**config.mk**
```make
export PLATFORM = sky130hd
export DESIGN_NAME = nest_irq_ctrl
export DESIGN_NICKNAME = d
export VERILOG_FILES = /design/src/rtl/nest_pkg.sv /design/src/rtl/nest_prio_regs.sv /design/src/rtl/nest_arbiter.sv /design/src/rtl/nest_lifo.sv /design/src/rtl/nest_irq_ctrl.sv
export SDC_FILE = /design/constraint.sdc
export NUM_CORES = 1
export LEC_CHECK = 0
export CORE_ASPECT_RATIO = 1.75
export CORE_MARGIN = 2
export CORE_UTILIZATION = 40
export DETAILED_ROUTE_END_ITERATION = 12
export SLEW_MARGIN = 15
export SYNTH_ARGS = -nofsm -noshare
export SYNTH_HDL_FRONTEND = slang
export SYNTH_SLANG_ARGS = --single-unit
```
**constraint.sdc**
```tcl
create_clock -name clk -period 53.1 [get_ports clk]
set_input_delay 10.62 -clock clk [delete_from_list [all_inputs] [get_ports clk]]
set_output_delay 10.62 -clock clk [all_outputs]
set_load 0.05 [all_outputs]
```
**src/rtl/nest_pkg.sv**
```systemverilog
package nest_pkg;
  typedef enum logic [1:0] {
    CUR_HOLD,
    CUR_POP,
    CUR_SET,
    CUR_TAKE
  } cur_op_e;
endpackage

```
**src/rtl/nest_prio_regs.sv**
```systemverilog
module nest_prio_regs #(
  parameter int N_SRC = 16,
  parameter int PRI_W = 4
) (
  input  logic                     clk,
  input  logic                     rst,
  input  logic                     we,
  input  logic [$clog2(N_SRC)-1:0] sel,
  input  logic [PRI_W-1:0]         wdata,
  output logic [N_SRC*PRI_W-1:0]   pri_flat
);
  for (genvar i = 0; i < N_SRC; i++) begin : g_reg
    logic [PRI_W-1:0] pri_q;
    always_ff @(posedge clk) begin
      if (rst) pri_q <= '0;
      else if (we && sel == i[$clog2(N_SRC)-1:0]) pri_q <= wdata;
    end
    assign pri_flat[i*PRI_W +: PRI_W] = pri_q;
  end
endmodule

```
**src/rtl/nest_arbiter.sv**
```systemverilog
module nest_arbiter #(
  parameter int N_SRC = 16,
  parameter int PRI_W = 4
) (
  input  logic [N_SRC-1:0]         active,
  input  logic [N_SRC*PRI_W-1:0]   pri_flat,
  output logic                     best_valid,
  output logic [$clog2(N_SRC)-1:0] best_idx,
  output logic [PRI_W-1:0]         best_pri
);
  localparam int IDX_W = $clog2(N_SRC);

  // Scan downward and take on >= so that the lowest index wins a tie.
  always_comb begin
    best_valid = 1'b0;
    best_idx   = '0;
    best_pri   = '0;
    for (int i = N_SRC - 1; i >= 0; i--) begin
      if (active[i] && pri_flat[i*PRI_W +: PRI_W] != '0 &&
          pri_flat[i*PRI_W +: PRI_W] >= best_pri) begin
        best_valid = 1'b1;
        best_idx   = IDX_W'(i);
        best_pri   = pri_flat[i*PRI_W +: PRI_W];
      end
    end
  end
endmodule

```
**src/rtl/nest_lifo.sv**
```systemverilog
module nest_lifo #(
  parameter int DEPTH = 15,
  parameter int W     = 4
) (
  input  logic                       clk,
  input  logic                       rst,
  input  logic                       push,
  input  logic                       pop,
  input  logic [W-1:0]               din,
  output logic [W-1:0]               top,
  output logic [$clog2(DEPTH+1)-1:0] count
);
  localparam int CNT_W = $clog2(DEPTH + 1);

  logic [W-1:0] mem [DEPTH];
  logic         full;
  logic         empty;

  assign full  = (count == CNT_W'(DEPTH));
  assign empty = (count == '0);
  assign top   = empty ? '0 : mem[CNT_W'(count - 1'b1)];

  // Storage has no reset so it may map onto RAM.
  always_ff @(posedge clk) begin
    if (push && !full) mem[count] <= din;
  end

  always_ff @(posedge clk) begin
    if (rst) count <= '0;
    else if (push && !full) count <= count + 1'b1;
    else if (pop && !empty) count <= count - 1'b1;
  end
endmodule

```
**src/rtl/nest_irq_ctrl.sv**
```systemverilog
module nest_irq_ctrl #(
  parameter int N_SRC  = 16,
  parameter int PRI_W  = 4,
  parameter int DATA_W = 8
) (
  input  logic                          clk,
  input  logic                          rst,
  input  logic [N_SRC-1:0]              src_req,
  input  logic [N_SRC-1:0]              src_en,
  input  logic                          vec_hw_mode,
  input  logic                          hw_ack,
  input  logic                          bus_sel,
  input  logic                          bus_wr,
  input  logic [$clog2(N_SRC+3)-1:0]    bus_addr,
  input  logic [DATA_W-1:0]             bus_wdata,
  output logic [DATA_W-1:0]             bus_rdata,
  output logic                          irq_out,
  output logic [$clog2(N_SRC)-1:0]      irq_vec
);
  import nest_pkg::*;

  localparam int IDX_W  = $clog2(N_SRC);
  localparam int ADDR_W = $clog2(N_SRC + 3);
  localparam int DEPTH  = (1 << PRI_W) - 1;
  localparam int CNT_W  = $clog2(DEPTH + 1);
  localparam logic [ADDR_W-1:0] A_CUR = ADDR_W'(N_SRC);
  localparam logic [ADDR_W-1:0] A_ACK = ADDR_W'(N_SRC + 1);
  localparam logic [ADDR_W-1:0] A_EOI = ADDR_W'(N_SRC + 2);

  logic [N_SRC*PRI_W-1:0] pri_flat;
  logic                   best_valid;
  logic [IDX_W-1:0]       best_idx;
  logic [PRI_W-1:0]       best_pri;
  logic [PRI_W-1:0]       cur_pri;
  logic [PRI_W-1:0]       lifo_top;
  logic [CNT_W-1:0]       lifo_cnt;
  logic                   beats;
  logic                   in_pri_range;
  logic                   wr_pri, wr_cur, wr_eoi, rd_any, rd_ack;
  logic                   take_sw, take_hw;
  logic                   lifo_push, lifo_pop;
  cur_op_e                cur_op;

  assign in_pri_range = (bus_addr < ADDR_W'(N_SRC));
  assign wr_pri  = bus_sel && bus_wr && in_pri_range;
  assign wr_cur  = bus_sel && bus_wr && bus_addr == A_CUR;
  assign wr_eoi  = bus_sel && bus_wr && bus_addr == A_EOI;
  assign rd_any  = bus_sel && !bus_wr;
  assign rd_ack  = rd_any && bus_addr == A_ACK;

  nest_prio_regs #(.N_SRC(N_SRC), .PRI_W(PRI_W)) u_regs (
    .clk      (clk),
    .rst      (rst),
    .we       (wr_pri),
    .sel      (bus_addr[IDX_W-1:0]),
    .wdata    (bus_wdata[PRI_W-1:0]),
    .pri_flat (pri_flat)
  );

  nest_arbiter #(.N_SRC(N_SRC), .PRI_W(PRI_W)) u_arb (
    .active     (src_req & src_en),
    .pri_flat   (pri_flat),
    .best_valid (best_valid),
    .best_idx   (best_idx),
    .best_pri   (best_pri)
  );

  assign beats   = best_valid && (best_pri > cur_pri);
  assign take_sw = rd_ack && !vec_hw_mode && beats;
  assign take_hw = hw_ack && vec_hw_mode && beats;

  // One update per cycle: end of interrupt, then direct write, then a take.
  always_comb begin
    if (wr_eoi)                  cur_op = CUR_POP;
    else if (wr_cur)             cur_op = CUR_SET;
    else if (take_sw || take_hw) cur_op = CUR_TAKE;
    else                         cur_op = CUR_HOLD;
  end

  assign lifo_push = (cur_op == CUR_TAKE);
  assign lifo_pop  = (cur_op == CUR_POP);

  nest_lifo #(.DEPTH(DEPTH), .W(PRI_W)) u_lifo (
    .clk   (clk),
    .rst   (rst),
    .push  (lifo_push),
    .pop   (lifo_pop),
    .din   (cur_pri),
    .top   (lifo_top),
    .count (lifo_cnt)
  );

  always_ff @(posedge clk) begin
    if (rst) cur_pri <= '0;
    else begin
      case (cur_op)
        CUR_POP:  cur_pri <= lifo_top;
        CUR_SET:  cur_pri <= bus_wdata[PRI_W-1:0];
        CUR_TAKE: cur_pri <= best_pri;
        default:  cur_pri <= cur_pri;
      endcase
    end
  end

  always_ff @(posedge clk) begin
    if (rst) begin
      irq_out <= 1'b0;
      irq_vec <= '0;
    end else begin
      irq_out <= beats;
      irq_vec <= best_idx;
    end
  end

  always_ff @(posedge clk) begin
    if (rst) bus_rdata <= '0;
    else if (rd_any) begin
      if (in_pri_range)
        bus_rdata <= DATA_W'(pri_flat[bus_addr[IDX_W-1:0]*PRI_W +: PRI_W]);
      else if (bus_addr == A_CUR)
        bus_rdata <= DATA_W'(cur_pri);
      else if (bus_addr == A_ACK)
        bus_rdata <= beats ? DATA_W'(best_idx) : '1;
      else
        bus_rdata <= '0;
    end
  end
endmodule

```
# Yosys cells after proc, flatten, opt, wreduce, memory -nomap -nowiden
# Memory sizes are Yosys's and may differ from the RTL's.
# Index checks and enable logic that the tools add are counted.
[word_totals]
elab_cells = 213
inputBits = 51
regBits = 85
mem_bits_rw = 60
memories = 1
output_inout_bits = 13
[mem_list]
columns = ["memory", "words", "width", "read_ports", "rd_ports_with_merged_regs", "write_ports", "line", "rtl"]
rows = [
  ["u_lifo.mem", 15, 4, 1, 0, 1, "nest_lifo.sv:15", "logic [W-1:0] mem [DEPTH];"],
]
[op_classes]
eq_ne = 22
n_addsub = 2
muxes = 61
shift = 1
n_lt_le_gt_ge = 18
n_bitwise = 1
n_reduce_logical = 86
[op_table]
columns = ["operator", "n"]
rows = [
  ["2-to-1 mux 4 bit", 35],
  ["nonzero test 4 bit", 16],
  ["variable part select 64 x 7 -> 4 bit", 1],
  ["logical AND 1 bit", 61],
  ["greater-or-equal comparator 4 bit", 15],
  ["== test 4 bit, second input constant", 9],
  ["2-to-1 mux 8 bit", 4],
  ["2-to-1 mux 1 bit", 18],
  ["bitwise AND 16 bit", 1],
  ["== test 4 x 3 -> 1 bit, second input constant", 4],
  ["== test 5 bit, second input constant", 3],
  ["case mux 4 bit (3 select lines)", 1],
  ["== test 4 x 2 -> 1 bit, second input constant", 2],
  ["logical NOT 4 bit", 2],
  ["2-to-1 mux 2 bit", 3],
  ["< comparator 5 bit, second input constant", 1],
  ["adder 4 x 1 -> 4 bit, second input constant", 1],
  ["== test 2 bit, second input constant", 2],
  ["== test 4 x 1 -> 1 bit, second input constant", 1],
  ["greater-or-equal comparator 4 x 1 -> 1 bit, second input constant", 1],
  ["greater-than comparator 4 bit", 1],
  ["logical NOT 1 bit", 4],
  ["subtractor 4 x 1 -> 4 bit, second input constant", 1],
  ["nonzero test 3 bit", 1],
  ["3 further kinds", 3],
]

# Logic depth before layout (Yosys ltp)
[logic_depth]
depth_word = 60
ltp_mapped = 137
ltp_nobuf = 135

# Cells and area by module
# A second synthesis with hierarchy kept.
[unflattened]
cells_unflattened = 1035
area_unflattened_um2 = 10284.9
[modules_own_cells]
columns = ["mod", "area_each_um2", "n_inst", "seq_area_each_um2", "cells_per_inst"]
rows = [
  ["nest_arbiter", 3412.0, 1, 0.0, 474],
  ["nest_lifo", 2825.2, 1, 1881.8, 171],
  ["nest_prio_regs", 2536.2, 1, 1281.2, 235],
  ["nest_irq_ctrl", 1511.4, 1, 280.3, 155],
]

# Worst setup path after synthesis
# No wires, ideal clock.
[synth_timing]
path_type = "input -> register"
from = "in src_req[15]"
to = "mem u_lifo.mem[7][0], enable pin"
n_path_buf = 2
arrival_time_ps = 33855
setup_slack_ps = 18936
path_stages = 130
cell_sequence = "and3_1 > ha_1 > nor3b_1 > o21ai_2 > nand2_1 > mux2i_1 > inv_1 > ha_1 > nand4_1 > o21bai_1 > o21ai_0 > a31o_2 > a21oi_1 > ha_1 > nand2b_1 > a21o_1 > nor2_1 > nor3_1 > [... 94 more ...] > a21o_1 > a21oi_1 > nor3_1 > nor2_1 > inv_1 > o31ai_1 > inv_1 > ha_1 > nor2b_1 > o21ai_0 > nand2b_1 > a21oi_1 > a41oi_1 > and2_1 > a21boi_1 > buf_2 > and4_4 > and2_1"
[synth_between]
elab_chain_cells = 60
elab_cells_between_ends = 77
classes_between = "16 x order compare; 1 x eq/ne; 37 x mux; 1 x bitwise; 22 x reduce/logical"
[synth_rtl]
columns = ["element", "line", "rtl"]
rows = [
  ["start: declaration", "nest_irq_ctrl.sv:8", "input logic [N_SRC-1:0] src_req,"],
  ["bitwise AND 16 bit *", "nest_irq_ctrl.sv:61", ".active (src_req & src_en),"],
  ["logical AND 1 bit * (2 in series)", "nest_arbiter.sv:19", "if (active[i] && pri_flat[i*PRI_W +: PRI_W] != '0 &&"],
  ["2-to-1 mux 4 bit", "nest_arbiter.sv:19", ""],
  ["greater-or-equal comparator 4 bit", "nest_arbiter.sv:20", "pri_flat[i*PRI_W +: PRI_W] >= best_pri) begin"],
  ["logical AND 1 bit", "nest_arbiter.sv:19", ""],
  ["2-to-1 mux 4 bit", "nest_arbiter.sv:19", ""],
  ["greater-or-equal comparator 4 bit", "nest_arbiter.sv:20", ""],
  ["logical AND 1 bit", "nest_arbiter.sv:19", ""],
  ["[... 43 more ...]", "-", ""],
  ["logical OR 1 bit *", "nest_irq_ctrl.sv:76", "else if (take_sw || take_hw) cur_op = CUR_TAKE;"],
  ["2-to-1 mux 2 bit *", "nest_irq_ctrl.sv:76", ""],
  ["2-to-1 mux 2 bit *", "nest_irq_ctrl.sv:75", "else if (wr_cur) cur_op = CUR_SET;"],
  ["2-to-1 mux 2 bit *", "nest_irq_ctrl.sv:74", "if (wr_eoi) cur_op = CUR_POP;"],
  ["== test 2 bit *", "nest_irq_ctrl.sv:80", "assign lifo_push = (cur_op == CUR_TAKE);"],
  ["logical AND 1 bit *", "nest_lifo.sv:25", "if (push && !full) mem[count] <= din;"],
  ["2-to-1 mux 1 bit *", "nest_lifo.sv:25", ""],
  ["2-to-1 mux 1 bit (implied by the code) *", "nest_lifo.sv:25", ""],
  ["end: declaration", "nest_lifo.sv:15", ""],
]
# Mark *: on every way between the ends. The rest lies on a longest branch, timed or not.

# Worst setup path after layout
[layout_timing]
from = "in src_en[15]"
to = "mem u_lifo.mem[5][3], enable pin"
[layout_between]
elab_chain_cells = 60
elab_cells_between_ends = 77
classes_between = "16 x order compare; 1 x eq/ne; 37 x mux; 1 x bitwise; 22 x reduce/logical"
[layout_rtl]
columns = ["element", "line", "rtl"]
rows = [
  ["start: declaration", "nest_irq_ctrl.sv:9", "input logic [N_SRC-1:0] src_en,"],
  ["bitwise AND 16 bit *", "nest_irq_ctrl.sv:61", ""],
  ["logical AND 1 bit * (2 in series)", "nest_arbiter.sv:19", ""],
  ["2-to-1 mux 4 bit", "nest_arbiter.sv:19", ""],
  ["greater-or-equal comparator 4 bit", "nest_arbiter.sv:20", ""],
  ["logical AND 1 bit", "nest_arbiter.sv:19", ""],
  ["2-to-1 mux 4 bit", "nest_arbiter.sv:19", ""],
  ["greater-or-equal comparator 4 bit", "nest_arbiter.sv:20", ""],
  ["logical AND 1 bit", "nest_arbiter.sv:19", ""],
  ["[... 43 more ...]", "-", ""],
  ["logical OR 1 bit *", "nest_irq_ctrl.sv:76", ""],
  ["2-to-1 mux 2 bit *", "nest_irq_ctrl.sv:76", ""],
  ["2-to-1 mux 2 bit *", "nest_irq_ctrl.sv:75", ""],
  ["2-to-1 mux 2 bit *", "nest_irq_ctrl.sv:74", ""],
  ["== test 2 bit *", "nest_irq_ctrl.sv:80", ""],
  ["logical AND 1 bit *", "nest_lifo.sv:25", ""],
  ["2-to-1 mux 1 bit *", "nest_lifo.sv:25", ""],
  ["2-to-1 mux 1 bit (implied by the code) *", "nest_lifo.sv:25", ""],
]
# Marked as above.

==> impl_metrics.yaml <==
layout:
  layout.nets: 1166
  area_delta_synth_final_pct: 14.5
  final_cell_area_sq_mm: 0.0111
  layout_common_cells: "nor2_1, dfxtp_1, nand2_1, mux2i_1, edfxtp_1"
  fin_util_pct: 46.5
  drive_above_1_share_pct: 11.6
  diodes: 0
  final_cells: 1382
  final_common_cell: "nor2_1"
power_and_ir_drop:
  clockPowerShare_pct: 47.3
  power_uw: 249
  p_sw_share_pct: 25.1
  seqPwrFrac_pct: 45.9
  power.switching_uw: 62.3
  p_comb_share_pct: 6.8
  cellLeakagePower_nw: 4.10
  internal-power_uw: 187
  peakVddDrop_mv: 0.0214
  power_density_mw_per_mm2: 22.4
floorplanning:
  die_area_sq_mm: 0.0256
  die_w_um: 122
  io_pins: 64
  start_util_pct: 40.6
  rows: 75
  die_height_um: 210
  coreArea_sq_mm: 0.0239
global_route:
  grt_max_degree: 79
  grt_use_met1_pct: 23.1
  grt.overflow.total: 0
  antenna_found_initial: 0
  grt_pass1_vias: 8153
  gr-usage-met3_pct: 3.38
  grt_pass1_wl_um: 44300
  grtUsageTotal_pct: 22.9
  met2_usage_pct: 42.8
  top_usage_layer: "met2"
cts:
  cts_max_level: 4
  clk_latency_ns: 0.45
  path_clk_slew_ns: 0.06
  cts_setup_buffers: 0
  cts_sinks: 142
  cts-resized-gates: 0
  cts_made_buffers: 17
  cts_tree: "built"
  cts_hold_buffers: 0
  clk_path_buf_depth: 2
  cts-root-buf: "clkbuf_16"
timing:
  fin_crit_sh_pct: 74.1
  setup_viol: 0
  rsz0062_at_grt: "no"
  maxSlewHeadroom_pct: 28.2
  maxSlewViolCount: 0
  setup_tns_ns: 0
  fin_crit_ns: 39.36
  holdWs_ns: 0.493
  setup_slack_ns: 13.74
  final_hold_viol_count: 0
  tightest_slew_ns: 1.07
  finClkSkew_ns: 0.0112
  max_freq_mhz: 25.4
setup_path:
  crit_path_max_incr_delay_ns: 0.69
  slowest_stage: "a21boi_1"
  setup.worst_path.class: "in -> reg"
  cp.arrival_ns: 39.49
  crit_cells: 127
  cp_common_cell: "ha_1"
  crit_required_ns: 53.23
  reg2reg_depth: 126
  cp.buffers_inverters: 10
  cp_max_fo: 11
  cp-end-kind: "flop"
  critPathLaunchType: "primary input"
  cpLargestDelayFamily: "compound AO/OA/AOI/OAI gates"
routing:
  wl_um: 28600
  via_per_inst: 5.92
  dr.pass1.iters: 5
  vias: 8181
  wl_per_cell_um: 20.7
  route.detailed.drc: 0
  ant_nets: 0
  drt-initial-drc-count: 463
synth:
  ys_top_cells_by_area: "edfxtp_1, dfxtp_1, mux4_2"
  syn_nets: 1126
  syn_inst: 1021
  seq_area_frac_synth_pct: 35.4
  ys.flop_type: "dfxtp_1"
  synth_seq_cells: 142
  ys_types: 98
  synth.top_cell.area_share_pct: 18.5
  synth_top_area_cell: "edfxtp_1"
  syn_area_per_cell_sq_um: 9.52
  ys_warn_count: 0
  syn_area_sq_mm: 0.00972
  synth-edff-count: 60
  async_reset_ff_share_pct: 0
job:
  cap_violations: 0
place:
  hpwl_um: 21800
  gp_congestion: 0.928
  placed_cells: 1350
  place_ws_ns: 13.52
  place_area_sq_mm: 0.0106
  port_buffers: 59
run_status:
  outcome: "completed"
worst_hold_path:
  hold_class: "reg -> reg"
  min_path_cells: 1
cell type report:
cell class,count,area [sq um]
clock buffers,17,425
fillers,2347,12800
repair buffers,66,638
well taps,308,385
multi-input cells,784,5900
inverters,50,188
flip-flops and latches,142,3440
clock inverters,15,151
cell families after synthesis:
group,count (synthesis),share of synthesized area (%)
DFF,142,35.4
adders and majority gates,55,7.05
muxes,110,15.6
buffers and inverters,95,3.92
xor gates and xnor gates,2,0.180
and+or+nand+nor,364,18.5
AOI/OAI and AO/OA,253,19.3
cell usage after synthesis (all sizes together), types with 6 or more instances:
master and number:
a211oi 12, a21o 20, a21oi 62, a31oi 19, and2 14, and3 12
buf 15, clkbuf 30, dfxtp 82, edfxtp 60, ha 54, inv 49
mux2 9, mux2i 69, mux4 32, nand2 78, nand2b 21, nand3 36
nand4 6, nor2 126, nor2b 9, nor3 19, nor4 13, o2111ai 9
o211ai 11, o21ai 39, o31a 6, or2 9, or3 6
routing by layer:
layer	share of wire, %	up-vias
li1	-	3941
met1	37	3923
met2	55	227
met3	3.0	90
met4	5.6	0
met5	0	-
sequential cells by signal, summed over array words and instances, names as in the netlist:
register        count
irq_vec             4
bus_rdata           5
u_lifo.count        4
irq_out             1
u_regs.g.pri_q     64
u_lifo.mem         60
cur_pri             4
final timing paths:
path,slack [ns],start,endpoint
worst min-delay path,0.49,bus_rdata[3]$_SDFFE_PP0P_,bus_rdata[3]$_SDFFE_PP0P_
worst max-delay path,13.74,src_en[15],u_lifo.mem[5][3]$_DFFE_PP_
worst max register to register,24.02,u_regs.g_reg[15].pri_q[0]$_SDFFE_PP0P_,u_lifo.mem[5][3]$_DFFE_PP_
worst min register to register,0.49,bus_rdata[3]$_SDFFE_PP0P_,bus_rdata[3]$_SDFFE_PP0P_
worst register-to-register path: cells and delay by family (launching register included):
family / cells / cell delay [ns]
simple gates: 38 / 6.90
fa+ha+maj: 16 / 4.47
mux: 5 / 1.72
buf+inv: 9 / 1.11
compound gates: 58 / 14.07
flops: 1 / 0.43
power groups by stage:
stage / clock, mW / sequential, mW / combinational (mW)
after CTS: 0.120 / 0.114 / 0.0168
final: 0.118 / 0.114 / 0.0168
after global routing: 0.124 / 0.114 / 0.0182
after floorplan: 0 / 0.117 / 0.00882
after detailed placement: 0 / 0.117 / 0.0168
after global placement: 0 / 0.117 / 0.0166
Power figures use the tool's default switching activity.
